`src/rtl/pg_pkg.sv`:
```
package pg_pkg;
    localparam int NCH        = 2;
    localparam int DIV_W      = 32;
    localparam int PAT_W      = 64;
    localparam int LEN_W      = 10;
    localparam int REP_W      = 6;
    localparam int ADDR_W     = 4;
    localparam int DATA_W     = 32;
    localparam int CTRL_W     = 4 * NCH;
    localparam int REP_LSB    = 16;
    localparam int WORDS_PAT  = PAT_W / DATA_W;

    localparam int A_CTRL     = 0;
    localparam int A_DIV      = 1;
    localparam int A_PAT      = A_DIV + NCH;
    localparam int A_SHAPE    = A_PAT + WORDS_PAT * NCH;
    localparam int A_INT_ST   = A_SHAPE + NCH;
    localparam int A_INT_EN   = A_INT_ST + 1;

    typedef struct packed {
        logic [DIV_W-1:0] div;
        logic [PAT_W-1:0] pat;
        logic [LEN_W-1:0] len;
        logic [REP_W-1:0] reps;
    } ch_cfg_t;
endpackage

```
`src/rtl/pg_regfile.sv`:
```
module pg_regfile
    import pg_pkg::*;
(
    input  logic                        clk,
    input  logic                        rst_n,
    input  logic                        reg_we,
    input  logic [ADDR_W-1:0]           reg_addr,
    input  logic [DATA_W-1:0]           reg_wdata,
    output logic [DATA_W-1:0]           reg_rdata,
    input  logic [NCH-1:0]              done,
    output logic [CTRL_W-1:0]           ctrl,
    output ch_cfg_t [NCH-1:0]           cfg,
    output logic [NCH-1:0]              int_st,
    output logic [NCH-1:0]              int_en
);
    typedef struct packed {
        logic [CTRL_W-1:0] ctrl;
        ch_cfg_t [NCH-1:0] cfg;
        logic [NCH-1:0]    int_st;
        logic [NCH-1:0]    int_en;
    } rf_t;

    rf_t rf_d, rf_q;
    logic [NCH-1:0] clr;

    always_comb begin
        rf_d = rf_q;
        clr  = '0;
        if (reg_we) begin
            if (reg_addr == ADDR_W'(A_CTRL))   rf_d.ctrl   = reg_wdata[CTRL_W-1:0];
            if (reg_addr == ADDR_W'(A_INT_EN)) rf_d.int_en = reg_wdata[NCH-1:0];
            if (reg_addr == ADDR_W'(A_INT_ST)) clr         = reg_wdata[NCH-1:0];
            for (int c = 0; c < NCH; c++) begin
                if (reg_addr == ADDR_W'(A_DIV + c)) rf_d.cfg[c].div = reg_wdata;
                for (int w = 0; w < WORDS_PAT; w++)
                    if (reg_addr == ADDR_W'(A_PAT + WORDS_PAT * c + w))
                        rf_d.cfg[c].pat[w*DATA_W +: DATA_W] = reg_wdata;
                if (reg_addr == ADDR_W'(A_SHAPE + c)) begin
                    rf_d.cfg[c].len  = reg_wdata[LEN_W-1:0];
                    rf_d.cfg[c].reps = reg_wdata[REP_LSB +: REP_W];
                end
            end
        end
        rf_d.int_st = (rf_q.int_st & ~clr) | done;
    end

    always_ff @(posedge clk or negedge rst_n) begin
        if (!rst_n) rf_q <= '0;
        else        rf_q <= rf_d;
    end

    always_comb begin
        reg_rdata = '0;
        if (reg_addr == ADDR_W'(A_CTRL))   reg_rdata[CTRL_W-1:0] = rf_q.ctrl;
        if (reg_addr == ADDR_W'(A_INT_ST)) reg_rdata[NCH-1:0]    = rf_q.int_st;
        if (reg_addr == ADDR_W'(A_INT_EN)) reg_rdata[NCH-1:0]    = rf_q.int_en;
        for (int c = 0; c < NCH; c++) begin
            if (reg_addr == ADDR_W'(A_DIV + c)) reg_rdata = rf_q.cfg[c].div;
            for (int w = 0; w < WORDS_PAT; w++)
                if (reg_addr == ADDR_W'(A_PAT + WORDS_PAT * c + w))
                    reg_rdata = rf_q.cfg[c].pat[w*DATA_W +: DATA_W];
            if (reg_addr == ADDR_W'(A_SHAPE + c)) begin
                reg_rdata[LEN_W-1:0]          = rf_q.cfg[c].len;
                reg_rdata[REP_LSB +: REP_W]   = rf_q.cfg[c].reps;
            end
        end
    end

    assign ctrl   = rf_q.ctrl;
    assign cfg    = rf_q.cfg;
    assign int_st = rf_q.int_st;
    assign int_en = rf_q.int_en;
endmodule

```
`src/rtl/pg_channel.sv`:
```
module pg_channel
    import pg_pkg::*;
(
    input  logic    clk,
    input  logic    rst_n,
    input  logic    en,
    input  logic    pol,
    input  logic    idle_clk,
    input  logic    idle_dat,
    input  ch_cfg_t cfg,
    output logic    pcl,
    output logic    pda,
    output logic    busy,
    output logic    done
);
    localparam int IDX_W   = $clog2(PAT_W);
    localparam int MAX_IDX = PAT_W - 1;

    typedef struct packed {
        logic             active;
        logic             finished;
        logic             phase;
        logic [DIV_W-1:0] div_cnt;
        logic [IDX_W-1:0] idx;
        logic [REP_W-1:0] rep;
    } ch_st_t;

    ch_st_t st_d, st_q;
    logic [IDX_W-1:0] last_idx;
    logic             half_end;

    always_comb begin
        last_idx = (cfg.len > LEN_W'(MAX_IDX)) ? IDX_W'(MAX_IDX) : cfg.len[IDX_W-1:0];
        half_end = (st_q.div_cnt >= cfg.div);
        st_d     = st_q;
        done     = 1'b0;
        if (!en) begin
            st_d = '0;
        end else if (!st_q.active) begin
            if (!st_q.finished) begin
                st_d        = '0;
                st_d.active = 1'b1;
            end
        end else if (!half_end) begin
            st_d.div_cnt = st_q.div_cnt + 1'b1;
        end else begin
            st_d.div_cnt = '0;
            st_d.phase   = ~st_q.phase;
            if (st_q.phase) begin
                if (st_q.idx == last_idx) begin
                    st_d.idx = '0;
                    if (st_q.rep == cfg.reps) begin
                        st_d.active   = 1'b0;
                        st_d.finished = 1'b1;
                        done          = 1'b1;
                    end else begin
                        st_d.rep = st_q.rep + 1'b1;
                    end
                end else begin
                    st_d.idx = st_q.idx + 1'b1;
                end
            end
        end
    end

    always_ff @(posedge clk or negedge rst_n) begin
        if (!rst_n) st_q <= '0;
        else        st_q <= st_d;
    end

    assign busy = st_q.active && en;
    assign pcl  = busy ? (st_q.phase ^ pol) : idle_clk;
    assign pda  = busy ? cfg.pat[st_q.idx]  : idle_dat;
endmodule

```
`src/rtl/pg_dual.sv`:
```
module pg_dual
    import pg_pkg::*;
(
    input  logic              clk,
    input  logic              rst_n,
    input  logic              reg_we,
    input  logic [ADDR_W-1:0] reg_addr,
    input  logic [DATA_W-1:0] reg_wdata,
    output logic [DATA_W-1:0] reg_rdata,
    output logic [NCH-1:0]    pcl_o,
    output logic [NCH-1:0]    pda_o,
    output logic [NCH-1:0]    irq_o
);
    logic [CTRL_W-1:0]  ctrl;
    ch_cfg_t [NCH-1:0]  cfg;
    logic [NCH-1:0]     int_st, int_en, ch_busy, ch_done;

    pg_regfile u_rf (
        .clk, .rst_n, .reg_we, .reg_addr, .reg_wdata, .reg_rdata,
        .done(ch_done), .ctrl, .cfg, .int_st, .int_en
    );

    for (genvar c = 0; c < NCH; c++) begin : g_ch
        pg_channel u_ch (
            .clk, .rst_n,
            .en      (ctrl[c]),
            .pol     (ctrl[NCH + c]),
            .idle_clk(ctrl[2*NCH + c]),
            .idle_dat(ctrl[3*NCH + c]),
            .cfg     (cfg[c]),
            .pcl     (pcl_o[c]),
            .pda     (pda_o[c]),
            .busy    (ch_busy[c]),
            .done    (ch_done[c])
        );
    end

    assign irq_o = int_st & int_en;
endmodule

```
`config.mk`:
```
export PLATFORM = sky130hd
export DESIGN_NAME = pg_dual
export DESIGN_NICKNAME = d
export VERILOG_FILES = /design/src/rtl/pg_pkg.sv /design/src/rtl/pg_regfile.sv /design/src/rtl/pg_channel.sv /design/src/rtl/pg_dual.sv
export SDC_FILE = /design/constraint.sdc
export NUM_CORES = 1
export LEC_CHECK = 0
export ABC_AREA = 1
export BUFFER_PORTS_ARGS = -buffer_cell sky130_fd_sc_hd__buf_2
export CAP_MARGIN = 40
export CORE_MARGIN = 5
export CORE_UTILIZATION = 50
export DETAILED_ROUTE_END_ITERATION = 8
export HOLD_SLACK_MARGIN = 0.1
export PLACE_DENSITY = 0.67
export SLEW_MARGIN = 20
export SYNTH_ARGS = -nofsm -noshare
export SYNTH_HDL_FRONTEND = slang
export SYNTH_HIERARCHICAL = 1
export SYNTH_SLANG_ARGS = --single-unit
```
`constraint.sdc`:
```
create_clock -name clk -period 3.65 [get_ports clk]
set_clock_uncertainty 0.15 [all_clocks]
set_input_delay 0.365 -clock clk [delete_from_list [all_inputs] [get_ports clk]]
set_output_delay 0.365 -clock clk [all_outputs]
set_load 0.01 [all_outputs]
```
* Word level (Yosys, flattened, before mapping)
Index checks and enable logic that the tools add are counted.
** Word-level totals
- Flip-flop bits (word level) :: 330
- Logic and storage cells :: 155
- Input bits :: 39
- Output and inout bits :: 38
** Cells by class
- Order comparisons :: 6
- Reduce and logical (&&, ||, !) cells :: 21
- Eq/ne operators :: 26
- Add/sub/neg operators :: 6
- Bitwise gates (word level) :: 8
- Muxes and demuxes :: 63
** Operators by type and width (count)
- $mux W47 :: 6
- $mux W32 :: 8
- $add A32 B1 Y32 const B :: 2
- $ge A32 B32 Y1 :: 2
- $mux W6 :: 10
- $mux W12 :: 4
- $ne A3 B3 Y1 const B :: 10
- $add A6 B1 Y6 const B :: 4
- $eq A6 B6 Y1 :: 4
- $reduce_and A2 Y1 :: 12
- $gt A10 B6 Y1 const B :: 2
- $mux W10 :: 2
- $mux W2 :: 10
- $mux W1 :: 18
- $eq A4 B3 Y1 const B :: 4
- $lt A6 B7 Y1 const B :: 2
- $bmux W1 S6 :: 2
- $eq A4 B4 Y1 const B :: 3
- $reduce_and A5 Y1 :: 2
- $eq A4 B2 Y1 const B :: 2
- $mux W8 :: 1
- $reduce_and A4 Y1 :: 2
- $mux W3 :: 2
- $ne A3 B2 Y1 const B :: 2
- 9 further kinds :: 14

* Longest topological paths before layout
- Depth after elaboration :: 12
- Depth in mapped cells :: 17
- Gate-level depth less buffers :: 17

* By module
The synthesis kept the hierarchy.
** Modules (own cells, without submodules)
- pg_regfile :: cells each 1164, times used 1, seq. area each 5905.7 µm², area each 10002.1 µm²
- pg_channel at g_ch[0].u_ch :: cells each 660, times used 1, seq. area each 1176.1 µm², area each 4453.0 µm²
- pg_channel at g_ch[1].u_ch :: cells each 646, times used 1, seq. area each 1176.1 µm², area each 4386.7 µm²
- pg_dual :: cells each 4, times used 1, seq. area each 0.0 µm², area each 15.0 µm²

* Least setup slack after synthesis
No wires, ideal clock.
- Kind :: register to register
- Start :: register g_ch[1].u_ch/st_q[27] in the netlist's numbering
- End :: register g_ch[1].u_ch/st_q[23] in the netlist's numbering
- Buffers on the path :: 1
- Clock period less this slack :: 2001 ps
- Setup slack :: 1649 ps
- Cell stages (with the launch flop) :: 14
- Setup time :: 121 ps
- Data required time :: 3379 ps
- Arrival :: 1730 ps
- Cell sequence :: dfrtp_1 > ha_1 > nand2_1 > nor2_1 > nand2_1 > nor2_1 > nor2_1 > nand2_1 > nand2_1 > nand3_2 > nand2_4 > inv_2 > buf_4 > nor2_1
** Between the ends
- Longest elaborated chain between the ends :: 4
** Ends and longest elaborated chain
- start: declaration :: line pg_channel.sv:28 : ch_st_t st_d, st_q;
- start signal: assignment :: line pg_channel.sv:68 : else st_q <= st_d;
- $ge A32 B32 Y1 :: line pg_channel.sv:34 : half_end = (st_q.div_cnt >= cfg.div);
- $mux W32 :: line pg_channel.sv:44 : end else if (!half_end) begin
- $mux W47 :: line pg_channel.sv:39 : end else if (!st_q.active) begin
- $mux W47 :: line pg_channel.sv:37 : if (!en) begin
Every way passes these cells.
A chain may end at the register's enable or synchronous reset.

* Worst setup path after layout
- Start :: register g_ch[0].u_ch/st_q[7] in the netlist's numbering
- End :: output port pda_o[0]
** Between the ends
- Longest elaborated chain between the ends :: 3
** Ends and longest elaborated chain
- start: declaration :: line pg_channel.sv:28
- start signal: assignment :: line pg_channel.sv:68
- $bmux W1 S6 :: line pg_channel.sv:73 : assign pda = busy ? cfg.pat[st_q.idx] : idle_dat;
- $mux W1 (not written as such) :: line pg_channel.sv:73
- $mux W1 :: line pg_channel.sv:73
- end: declaration :: line pg_dual.sv:11 : output logic [NCH-1:0] pda_o,
Every way passes these cells. The select of a mux whose other input is x is not followed.

==> qor.yml <==
job:
  drv_cap: 0
synth:
  synthTopCellsByArea: "dfrtp_1, nand2_1, o21ai_0, ha_1, inv_1"
  post-synth-top-area-cell: "dfrtp_1"
  ys_seq_area_share_pct: 43.8
  synth_warnings: 6
  synthDistinctLibCells: 49
  synthFlopType: "dfrtp_1"
  synth.avg_cell_area_um2: 7.62
  synth_edf_count: 0
  syn_nets: 2583
  syn_area_um2: 18900
  async_reset_ff_share_pct: 100
  synth_top_area_share_pct: 43.8
  synth_seq_cells: 330
  syn_inst: 2474
floorplanning:
  ios: 77
  start_util_pct: 50.3
  rows: 71
  chipHeight_um: 204
  dieArea_um2: 41700
  core_um2: 37500
  die_w_um: 204
critical_path:
  worstPathArrival_ns: 2.87
  crit_path_start: "g_ch[0].u_ch/st_q[7]"
  regToRegSetupSlack_ns: 1.00
  cp_data_required_time_ns: 3.13
  end_kind: "primary output"
  critical_path_class: "reg -> out"
  reg2reg_depth: 14
  crit_fanout: 15
  worst_setup_path_start_kind: "flop"
  r2r-start: "u_rf/cfg[205]"
  r2r-end: "u_rf/int_st[1]"
global_routing:
  antenna_found_initial: 2
  grtUsageTotal_pct: 26.6
  grt_pass1_vias: 16100
  grt_max_degree: 81
  busiest_layer: "met2"
  grt_pass1_wl_mm: 88.6
  grt_overflow_total: 0
  met3_usage_pct: 3.90
  met2_usage_pct: 41.4
  grtUsageMet1_pct: 37.8
sta:
  drv_slew: 0
  fin_crit_ns: 3.39
  finalSetupViolCount: 0
  worstMarginPinSlew_ns: 0.741
  finalCritPeriodShare_pct: 92.7
  fmax_mhz: 295
  setup_tns_ns: 0
  hold_viol: 0
  rsz0062_at_grt: "no"
  relSlewSlack_pct: 50.5
routing:
  drc_errors: 0
  routed_wl_mm: 56.0
  antenna_left: 0
  drt_pass1_iterations: 6
  drt_iter0_drc: 1576
  avgRoutedWirePerCell_um: 18.2
  viasPerCell: 5.55
  vias: 17000
final_layout:
  synthToLayoutAreaGrowth_pct: 11.8
  num-fill-cells: 3595
  multi_input_area_um2: 9220
  diodes: 0
  final_cell_mix: "nand2_1, dfrtp_1, o21ai_0"
  seqCellArea_um2: 8260
  fin_util_pct: 56.2
  layout_commonest_cell: "nand2_1"
  drive_above_1_share_pct: 10.6
  finalNonFillerCells: 3069
  nets: 2640
clock_tree:
  cts_buffer_depth: 3
  clock_sinks: 330
  clock-root-buffer: "clkbuf_16"
  insertion_delay_ns: 0.54
  cts-htree-levels: 2
  cts_tree: "yes"
  cts_made_buffers: 39
  path_clk_slew_ns: 0.06
  post_cts_buffers: 0
  cts.repair.resized: 0
worst_hold_path:
  min_from: "reg_wdata[7]"
  hold_depth: 3
  holdCritPathClass: "in -> reg"
  min_to: "u_rf/cfg[167]"
pwr:
  seq_power_share_pct: 44.5
  p_leak_uw: 0.0102
  switching_share_pct: 31.7
  switching_power_uw: 3380
  p_comb_share_pct: 19.1
  internal-power_uw: 7280
  clkPwrFrac_pct: 36.4
  ir_worst_vdd_mv: 0.307
  p_per_area_nw_per_um2: 506
place:
  dpl.hpwl_mm: 40.4
  place.gp.congestion: 0.932
  io_buffer_count: 76
  dp.cells: 2982
outcome:
  status: "finished, final reports clean"
[kinds of logic after synthesis]
| logic type | Yosys count | share of synthesized area [%] |
|---|---|---|
| XOR/XNOR | 60 | 2.79 |
| AND/OR/NAND/NOR | 1212 | 28.5 |
| buffers and inverters | 341 | 7.31 |
| adder cells (fa/ha/maj) | 70 | 4.64 |
| flip-flops | 330 | 43.8 |
| AO/OA/AOI/OAI | 461 | 13.0 |
[stage by stage]
stage	instance area, um2	hold slack [ns]	worst slack, ns	total power, uW
finish	21100	0.143	0.265	10700
global route	21100	0.136	0.00711	11300
CTS	21000	0.108	0.284	10700
detailed placement	19600	0.254	0.875	6810
global placement	19600	0.256	0.884	6730
floorplan	18900	-0.0806	1.65	6070
[final cells by class]
type,count,share of cell area [%]
inverter,242,4.32
multi-input combinational,1803,43.8
timing repair buffer,115,3.69
sequential,330,39.2
tap,511,3.03
clock buffer,58,5.50
clock inverter,10,0.505
[Yosys cell counts (all sizes together), types with 29 or more instances]
cell type    n
nor2       229
nand4       47
ha          70
inv        239
dfrtp      330
nand3       99
o21ai      323
o22ai       37
nand2      781
a21oi       71
xor2        46
buf         50
clkbuf      49
nor3        29
[worst max-delay path by stage]
stage                            endpoint  cells past startpoint  slack [ns]
floorplan           g_ch[1].u_ch/st_q[23]                     13        1.65
global placement                 pda_o[0]                     12        0.88
detailed placement               pda_o[0]                     12        0.88
CTS                              pda_o[0]                     12        0.28
global route                     pda_o[0]                     12       0.007
finish                           pda_o[0]                     12        0.26
[registers in the layout (all words and copies together), names as in the netlist]
| name | flops |
|---|---|
| u_rf/ctrl | 8 |
| u_rf/cfg | 224 |
| u_rf/int_en | 2 |
| u_rf/int_st | 2 |
| g_ch.u_ch/st_q | 94 |
[power by group through the flow]
| stage | Clock [uW] | Sequential (uW) | Combinational, uW |
|---|---|---|---|
| finish | 3880 | 4750 | 2030 |
| CTS | 3960 | 4740 | 2030 |
| global placement | 0 | 4790 | 1940 |
| floorplan | 0 | 4620 | 1450 |
| detailed placement | 0 | 4800 | 2010 |
| global route | 4100 | 4820 | 2330 |
[metal layers]
metal  share of wire [%]  vias up
met4                 4.0        2
met5               0.023        -
met2                  45      678
met3                 7.8      130
met1                  44     8068
li1                    -     8157
[timing repair]
action / 4_1_cts / 5_1_grt
setup endpoints to repair: 0 / 0
endpoints found under the hold margin: 141 / 0
hold buffers: 17 / 0
[worst max-delay path: stages (launching register included)]
cell and delay [ns]:
dfrtp_1 0.53, inv_1 0.52, o21ai_0 0.17, o22ai_1 0.23, nand2_1 0.08, nand3_1 0.09, nand2_1 0.12, nand2_1 0.08
nand3_1 0.07, nand2_1 0.10, nand2_1 0.10, nand2_1 0.10, buf_2 0.14
(Power assumes the default switching activity.)
